### src/rtl/ser9_tx_pkg.sv
package ser9_tx_pkg;

    parameter int unsigned SER9_DATA_W = 8;

    typedef enum logic [2:0] {
        ST_IDLE  = 3'd0,
        ST_START = 3'd1,
        ST_DATA  = 3'd2,
        ST_NINTH = 3'd3,
        ST_STOP  = 3'd4
    } tx_state_e;

    // Byte plus the frame options captured at the write
    typedef struct packed {
        logic                   nine;
        logic                   ninth;
        logic [SER9_DATA_W-1:0] data;
    } hold_word_t;

endpackage

### src/rtl/ser9_hold_buf.sv
module ser9_hold_buf
    import ser9_tx_pkg::*;
(
    input  logic       clk,
    input  logic       rst_n,
    input  logic       tx_en,
    input  logic       wr_stb,
    input  hold_word_t wr_word,
    input  logic       take,
    output logic       full,
    output hold_word_t word
);

    always_ff @(posedge clk or negedge rst_n) begin
        if (!rst_n) begin
            full <= 1'b0;
            word <= '0;
        end else if (!tx_en) begin
            full <= 1'b0;
        end else if (take) begin
            full <= 1'b0;
        end else if (wr_stb && !full) begin
            full <= 1'b1;
            word <= wr_word;
        end
    end

endmodule

### src/rtl/ser9_bit_timer.sv
module ser9_bit_timer #(
    parameter int unsigned TICKS_PER_BIT = 16
) (
    input  logic clk,
    input  logic rst_n,
    input  logic clear,
    input  logic run,
    input  logic baud_tick,
    output logic bit_done
);

    localparam int unsigned CNT_W = (TICKS_PER_BIT > 1) ? $clog2(TICKS_PER_BIT) : 1;
    localparam logic [CNT_W-1:0] LAST_CNT = CNT_W'(TICKS_PER_BIT - 1);

    logic [CNT_W-1:0] cnt;

    always_ff @(posedge clk or negedge rst_n) begin
        if (!rst_n) begin
            cnt <= '0;
        end else if (clear || !run) begin
            cnt <= '0;
        end else if (baud_tick) begin
            cnt <= (cnt == LAST_CNT) ? '0 : cnt + 1'b1;
        end
    end

    assign bit_done = run && baud_tick && (cnt == LAST_CNT);

endmodule

### src/rtl/ser9_tx_fsm.sv
module ser9_tx_fsm
    import ser9_tx_pkg::*;
#(
    parameter int unsigned DATA_W = SER9_DATA_W
) (
    input  logic       clk,
    input  logic       rst_n,
    input  logic       tx_en,
    input  logic       hold_full,
    input  hold_word_t hold_word,
    input  logic       bit_done,
    output logic       load,
    output logic       running,
    output logic       ser_out,
    output logic       shift_empty
);

    localparam int unsigned IDX_W = (DATA_W > 1) ? $clog2(DATA_W) : 1;
    localparam logic [IDX_W-1:0] LAST_IDX = IDX_W'(DATA_W - 1);

    tx_state_e         state, state_nx;
    logic [DATA_W-1:0] shreg;
    logic [IDX_W-1:0]  bit_idx;
    logic              nine_q;
    logic              ninth_q;

    assign load = tx_en && (state == ST_IDLE) && hold_full;

    // State register
    always_ff @(posedge clk or negedge rst_n) begin
        if (!rst_n) state <= ST_IDLE;
        else        state <= state_nx;
    end

    // Next-state logic
    always_comb begin
        state_nx = state;
        if (!tx_en) begin
            state_nx = ST_IDLE;
        end else begin
            unique case (state)
                ST_IDLE:  if (hold_full) state_nx = ST_START;
                ST_START: if (bit_done)  state_nx = ST_DATA;
                ST_DATA:  if (bit_done && bit_idx == LAST_IDX)
                              state_nx = nine_q ? ST_NINTH : ST_STOP;
                ST_NINTH: if (bit_done)  state_nx = ST_STOP;
                ST_STOP:  if (bit_done)  state_nx = ST_IDLE;
                default:                 state_nx = ST_IDLE;
            endcase
        end
    end

    // Frame datapath
    always_ff @(posedge clk or negedge rst_n) begin
        if (!rst_n) begin
            shreg   <= '0;
            bit_idx <= '0;
            nine_q  <= 1'b0;
            ninth_q <= 1'b0;
        end else if (load) begin
            shreg   <= hold_word.data;
            bit_idx <= '0;
            nine_q  <= hold_word.nine;
            ninth_q <= hold_word.ninth;
        end else if (tx_en && state == ST_DATA && bit_done) begin
            shreg   <= shreg >> 1;
            bit_idx <= bit_idx + 1'b1;
        end
    end

    // Outputs
    always_comb begin
        ser_out = 1'b1;
        unique case (state)
            ST_IDLE:  ser_out = 1'b1;
            ST_START: ser_out = 1'b0;
            ST_DATA:  ser_out = shreg[0];
            ST_NINTH: ser_out = ninth_q;
            ST_STOP:  ser_out = 1'b1;
            default:  ser_out = 1'b1;
        endcase
        shift_empty = (state == ST_IDLE);
        running     = (state != ST_IDLE);
    end

endmodule

### src/rtl/ser9_tx.sv
module ser9_tx
    import ser9_tx_pkg::*;
#(
    parameter int unsigned TICKS_PER_BIT = 16
) (
    input  logic                   clk,
    input  logic                   rst_n,
    input  logic                   tx_en,
    input  logic                   nine_bit_mode,
    input  logic                   ninth_bit,
    input  logic                   wr_stb,
    input  logic [SER9_DATA_W-1:0] wr_data,
    input  logic                   baud_tick,
    output logic                   ser_out,
    output logic                   buf_empty,
    output logic                   shift_empty
);

    hold_word_t wr_word, hold_word;
    logic       hold_full, load, running, bit_done;

    assign wr_word = '{nine: nine_bit_mode, ninth: ninth_bit, data: wr_data};

    ser9_hold_buf u_hold (
        .clk     (clk),
        .rst_n   (rst_n),
        .tx_en   (tx_en),
        .wr_stb  (wr_stb),
        .wr_word (wr_word),
        .take    (load),
        .full    (hold_full),
        .word    (hold_word)
    );

    ser9_bit_timer #(.TICKS_PER_BIT(TICKS_PER_BIT)) u_timer (
        .clk       (clk),
        .rst_n     (rst_n),
        .clear     (load || !tx_en),
        .run       (running),
        .baud_tick (baud_tick),
        .bit_done  (bit_done)
    );

    ser9_tx_fsm #(.DATA_W(SER9_DATA_W)) u_fsm (
        .clk         (clk),
        .rst_n       (rst_n),
        .tx_en       (tx_en),
        .hold_full   (hold_full),
        .hold_word   (hold_word),
        .bit_done    (bit_done),
        .load        (load),
        .running     (running),
        .ser_out     (ser_out),
        .shift_empty (shift_empty)
    );

    assign buf_empty = !hold_full;

endmodule

### config.mk
export PLATFORM = sky130hd
export DESIGN_NAME = ser9_tx
export DESIGN_NICKNAME = d
export VERILOG_FILES = /design/src/rtl/ser9_tx_pkg.sv /design/src/rtl/ser9_hold_buf.sv /design/src/rtl/ser9_bit_timer.sv /design/src/rtl/ser9_tx_fsm.sv /design/src/rtl/ser9_tx.sv
export SDC_FILE = /design/constraint.sdc
export NUM_CORES = 1
export LEC_CHECK = 0
export BUFFER_PORTS_ARGS = -buffer_cell sky130_fd_sc_hd__buf_2
export CAP_MARGIN = 40
export CORE_MARGIN = 1.5
export CORE_UTILIZATION = 25
export CTS_CLUSTER_DIAMETER = 200
export DETAILED_ROUTE_END_ITERATION = 10
export PLACE_DENSITY = 0.4
export SLEW_MARGIN = 20
export SYNTH_ARGS = -nofsm -noshare
export SYNTH_HDL_FRONTEND = slang
export SYNTH_SLANG_ARGS = --single-unit
### constraint.sdc
create_clock -name clk -period 2.95 [get_ports clk]
set_input_delay 0.1475 -clock clk [delete_from_list [all_inputs] [get_ports clk]]
set_output_delay 0.1475 -clock clk [all_outputs]
set_load 0.02 [all_outputs]
## After elaboration in Yosys (flattened, before gate mapping)

Cells that the tools add are included.

- $add $sub $neg: 2
- Equality and inequality tests: 12
- Multiplexer cells: 19
- Bitwise gates (word level): 1
- Reductions and logical operators: 19

Operators with widths:

| kind | number |
|---|---|
| $mux 3 | 9 |
| $mux 8 | 2 |
| $ne 3x2->1 const B | 5 |
| $pmux 3 s5 | 1 |
| $mux 4 | 3 |
| $logic_and 1x1->1 | 8 |
| $eq 3x2->1 const B | 2 |
| $eq 3x3->1 const B | 2 |
| $reduce_and 5->1 | 1 |
| $add 4x1->4 const B | 1 |
| $eq 4x4->1 const B | 1 |
| $reduce_bool 2->1 | 2 |
| $add 3x1->3 const B | 1 |
| $eq 3x1->1 const B | 1 |
| $logic_not 1->1 | 3 |
| $logic_not 3->1 | 1 |
| $mux 1 | 3 |
| $ne 3x1->1 const B | 1 |
| $pmux 1 s3 | 1 |
| $reduce_and 3->1 | 1 |
| $reduce_bool 3->1 | 1 |
| $logic_or 1x1->1 | 2 |
| $not 1->1 | 1 |

- Register bits after elaboration: 31
- Input bits: 15
- Output and inout bits: 3
- Logic and storage cells: 63

## Logic depth before layout (Yosys ltp)

- Word-level depth: 7
- Mapped depth: 6
- Gate-level depth less buffers: 5

## Cells and area by module

A second synthesis with hierarchy kept.

- Cell total of the unflattened synthesis: 139
- Area total of the unflattened synthesis: 1517.7 µm²

By module, submodules not included:

| module | times used | cells each | area an instance (µm²) | seq. area each (µm²) |
|---|---|---|---|---|
| ser9_tx_fsm | 1 | 90 | 825.8 | 400.4 |
| ser9_hold_buf | 1 | 25 | 460.4 | 275.3 |
| ser9_bit_timer | 1 | 22 | 221.5 | 100.1 |
| ser9_tx | 1 | 2 | 10.0 | 0.0 |

## Least setup slack after synthesis

No wires, ideal clock.

- Path kind: flip-flop to flip-flop
- Start point: register u_timer.cnt[0]
- End point: register u_fsm.shreg[1]
- Setup time: 0.121 ns
- Data arrival time: 1.510 ns
- Data required time: 2.829 ns
- Slack: 1.319 ns
- Stages on the path, launching flop included: 7
- Path buffers: 1
- Period minus slack after synthesis: 1.631 ns
- Path through: dfrtp_1 ha_1 nand4_2 or4_4 buf_6 mux2i_1 o21ai_1

- Longest elaborated chain between the ends: 4

RTL lines:

| what | line | text |
|---|---|---|
| from (decl) | ser9_bit_timer.sv:15 | `logic [CNT_W-1:0] cnt;` |
| from (signal assigned) | ser9_bit_timer.sv:23 | `cnt <= (cnt == LAST_CNT) ? '0 : cnt + 1'b1;` |
| $eq 4x4->1 | ser9_bit_timer.sv:27 | `assign bit_done = run && baud_tick && (cnt == LAST_CNT);` |
| $logic_and 1x1->1 | ser9_bit_timer.sv:27 |  |
| $logic_and 1x1->1 | ser9_tx_fsm.sv:65 | `end else if (tx_en && state == ST_DATA && bit_done) begin` |
| $reduce_bool 2->1 (no source line) | n/a |  |
| to (signal assigned) | ser9_tx_fsm.sv:61 | `shreg <= hold_word.data;` |
| to (signal assigned) | ser9_tx_fsm.sv:66 | `shreg <= shreg >> 1;` |
| to (decl) | ser9_tx_fsm.sv:22 | `logic [DATA_W-1:0] shreg;` |

Every way passes these cells.
A chain may end at the register's enable or synchronous reset.

## Final worst setup path

- Start point: register u_timer.cnt[0]
- End point: register u_fsm.shreg[0]

The elaborated chain is that of the path after synthesis.

==> impl_metrics.yaml <==
synthesis:
  synth_mux_area_frac: 0.161
  ys_seq_elements: 31
  synth.yosys.seq_area_share: 0.535
  ys_types: 31
  yosys.area_share.simple: 0.131
  synth_xor_area_frac: 0.0121
  synth_top_family_by_area: "multiplexers"
  avgSynthCellArea_um2: 11.5
  ys_warn_count: 0
  yosys.area_share.adder: 0.0259
  syn_nets: 144
  synth_compound_area_frac: 0.0932
  syn-cell-area_um2: 1450
  syn_inst: 126
timing:
  fmax_mhz: 552
  setup_violations: 0
  hold_viol: 0
  fin_setup_tns_ns: 0
  tightest_slew_ns: 0.726
  slew_headroom: 0.516
  slew_viol_final: 0
  rsz0062_at_grt: "false"
  min_period_over_period: 0.614
  skew_ns: 0.00579
  fin_crit_ns: 1.81
clock_network:
  clk_latency_ns: 0.28
  cts_tree: "done"
  numCtsBuffers: 5
  clk_path_buf_depth: 2
  clkTransAtPathRegs_ns: 0.07
  cts-root-buf: "clkbuf_8"
  cts-htree-levels: 2
  postCtsSetupBuffers: 0
  clock_sinks: 31
setup_path:
  reg2reg_from: "u_timer.cnt[0]"
  path_cells: "ha_1 > nand4_2 > or4_4 > mux2i_1 > o21ai_0"
  arrival_ns: 1.96
  reg2reg_slack_ns: 1.14
  cp_top_family: "simple AND/OR/NAND/NOR gates"
  crit_start: "u_timer.cnt[0]"
  critPathMaxStageDelay_ns: 0.57
  rr_worst_depth: 5
  cp_slowest_cell: "or4_4"
  cp_max_fo: 11
  cp.required_ns: 3.09
  r2r_end: "u_fsm.shreg[0]"
  critPathCapture: "u_fsm.shreg[0]"
  crit_type: "register to register"
  endpoint_kind: "register"
  cp_num_cells: 5
  start_kind: "register"
  path_buf_inv: 0
drt:
  ant_nets: 0
  drt-pass1-iter-count: 4
  avgViaCountPerCell: 4.50
  via_count: 985
  wl_per_cell_um: 12.3
  drcViolationCount: 0
  drt_iter0_markers: 43
  finalWirelength_um: 2690
floorplan:
  die_y_um: 79.2
  rows: 27
  die_w_um: 79.2
  die-area_um2: 6270
  initial_core_util: 0.262
  core-area_um2: 5540
  io-pin-count: 18
place:
  placed_area_um2: 1580
  place_inst: 210
  io_buffers: 17
  dp_hpwl_um: 1830
  place_congestion: 0.805
power_and_ir_drop:
  power.leakage_uw: 0.000823
  power.density_nw_per_um2: 642
  max-vdd-ir-drop_v: 0.000234
run:
  max_cap_viol_count: 0
grt:
  grt_usage: 0.102
  grt_pass1_wl_um: 4910
  antenna_found_initial: 0
  grt-ovfl-total: 0
  grt_start_max_net_pins: 32
  grt_pass1_vias: 1101
final_layout:
  drive_above_1_share: 0.299
  num-nets-final: 164
  fin_cells: 219
  syn_to_final_growth_pct: 18.0
  layout_commonest_cell: "dfrtp_1"
  fillerInstances: 579
  layout_common_cells: "dfrtp_1 (31), buf_2 (17), nand2_1 (12), mux2i_1 (11), mux2_2 (11)"
  diodes: 0
  fin_area_um2: 1710
hold_path:
  hp-class: "primary input to register"
  holdPathStages: 2
run_status:
  status: "completed"
[repair_timing]
action | 4_1_cts | 5_1_grt
hold endpoints to repair | 31 | 0
hold buffers | 1 | 0
gates resized for setup | 0 | 0
[worst min-delay path by stage]
stage,slack (ns),to,from
floorplan,-0.15,u_fsm.bit_idx[0],rst_n
global placement,0.25,u_timer.cnt[0],rst_n
detailed placement,0.25,u_timer.cnt[0],rst_n
CTS,0.08,u_hold.word[3],wr_data[3]
global route,0.09,u_hold.word[5],wr_data[5]
finish,0.1,u_hold.word[9],nine_bit_mode
[synth_stat cells]
cell type,count,area [µm²]
dfrtp_1,31,776
nand2_1,12,45.0
mux2_2,11,124
mux2i_1,11,110
nor2_1,8,30.0
a21oi_1,6,30.0
o21ai_0,6,30.0
o21ai_1,6,30.0
inv_1,4,15.0
buf_6,3,33.8
ha_1,3,37.5
clkbuf_1,2,7.51
nand2b_1,2,12.5
nand3_1,2,10.0
nor3_1,2,10.0
xor2_1,2,17.5
a311o_1,1,10.0
a311oi_1,1,8.76
a41o_1,1,10.0
a41oi_1,1,8.76
and3_2,1,7.51
and4_2,1,10.0
inv_2,1,3.75
nand2b_4,1,13.8
nand4_2,1,12.5
nor2_2,1,6.26
nor2b_1,1,6.26
nor4_1,1,6.26
o31ai_1,1,7.51
or3b_2,1,8.76
or4_4,1,11.3
[worst reg2reg max path, cell delays in order (launching register included)]
cell,delay [ns]
dfrtp_1,0.41
ha_1,0.25
nand4_2,0.15
or4_4,0.57
mux2i_1,0.20
o21ai_0,0.09
[state kept, by name, summed over array words and instances, names as in the netlist]
signal         flops
u_fsm.ninth_q      1
u_timer.cnt        4
u_hold.full        1
u_fsm.nine_q       1
u_fsm.state        3
u_hold.word       10
u_fsm.shreg        8
u_fsm.bit_idx      3
[through the flow]
| step | util | power [µW] | hold slack [ns] | worst slack [ns] |
|---|---|---|---|---|
| final | 0.309 | 1100 | 0.0971 | 1.14 |
| after CTS | 0.309 | 1120 | 0.0848 | 1.13 |
| after detailed placement | 0.286 | 678 | 0.248 | 1.15 |
| after global placement | 0.286 | 675 | 0.249 | 1.21 |
| after floorplan | - | 632 | -0.148 | 1.32 |
| after global routing | 0.309 | 1170 | 0.0920 | 0.988 |
[layer usage]
metal	share of wire	vias up	global-route usage	wire [µm]
li1	-	486	-	-
met1	0.47	481	0.119	1270
met4	0.016	0	0.0561	42
met3	0.039	5	0.0356	105
met5	0	-	0	0
met2	0.47	13	0.162	1280
[kinds of logic after synthesis]
| logic type | count (synthesis) |
|---|---|
| AO/OA/AOI/OAI | 23 |
| XOR/XNOR | 2 |
| adder cells (fa/ha/maj) | 3 |
| buffers and inverters | 10 |
| flip-flops | 31 |
| multiplexers | 22 |
| AND/OR/NAND/NOR | 35 |
[layout make-up]
cell class                      instances  area, µm²  area share
Tap cell                               72       90.1      0.0526
Timing Repair Buffer                   18       95.1      0.0556
Sequential cell                        31        776       0.453
Clock buffer                            6       82.6      0.0482
Clock inverter                          2       35.0      0.0205
Multi-Input combinational cell         85        614       0.359
Inverter                                5       18.8      0.0110
[power by group]
group / switching (µW) / internal (µW)
Clock: 158 / 273
Combinational: 63.9 / 67.5
Sequential: 39.9 / 496
Total: 262 / 837
Note: power is estimated with default switching activity, not from simulation.
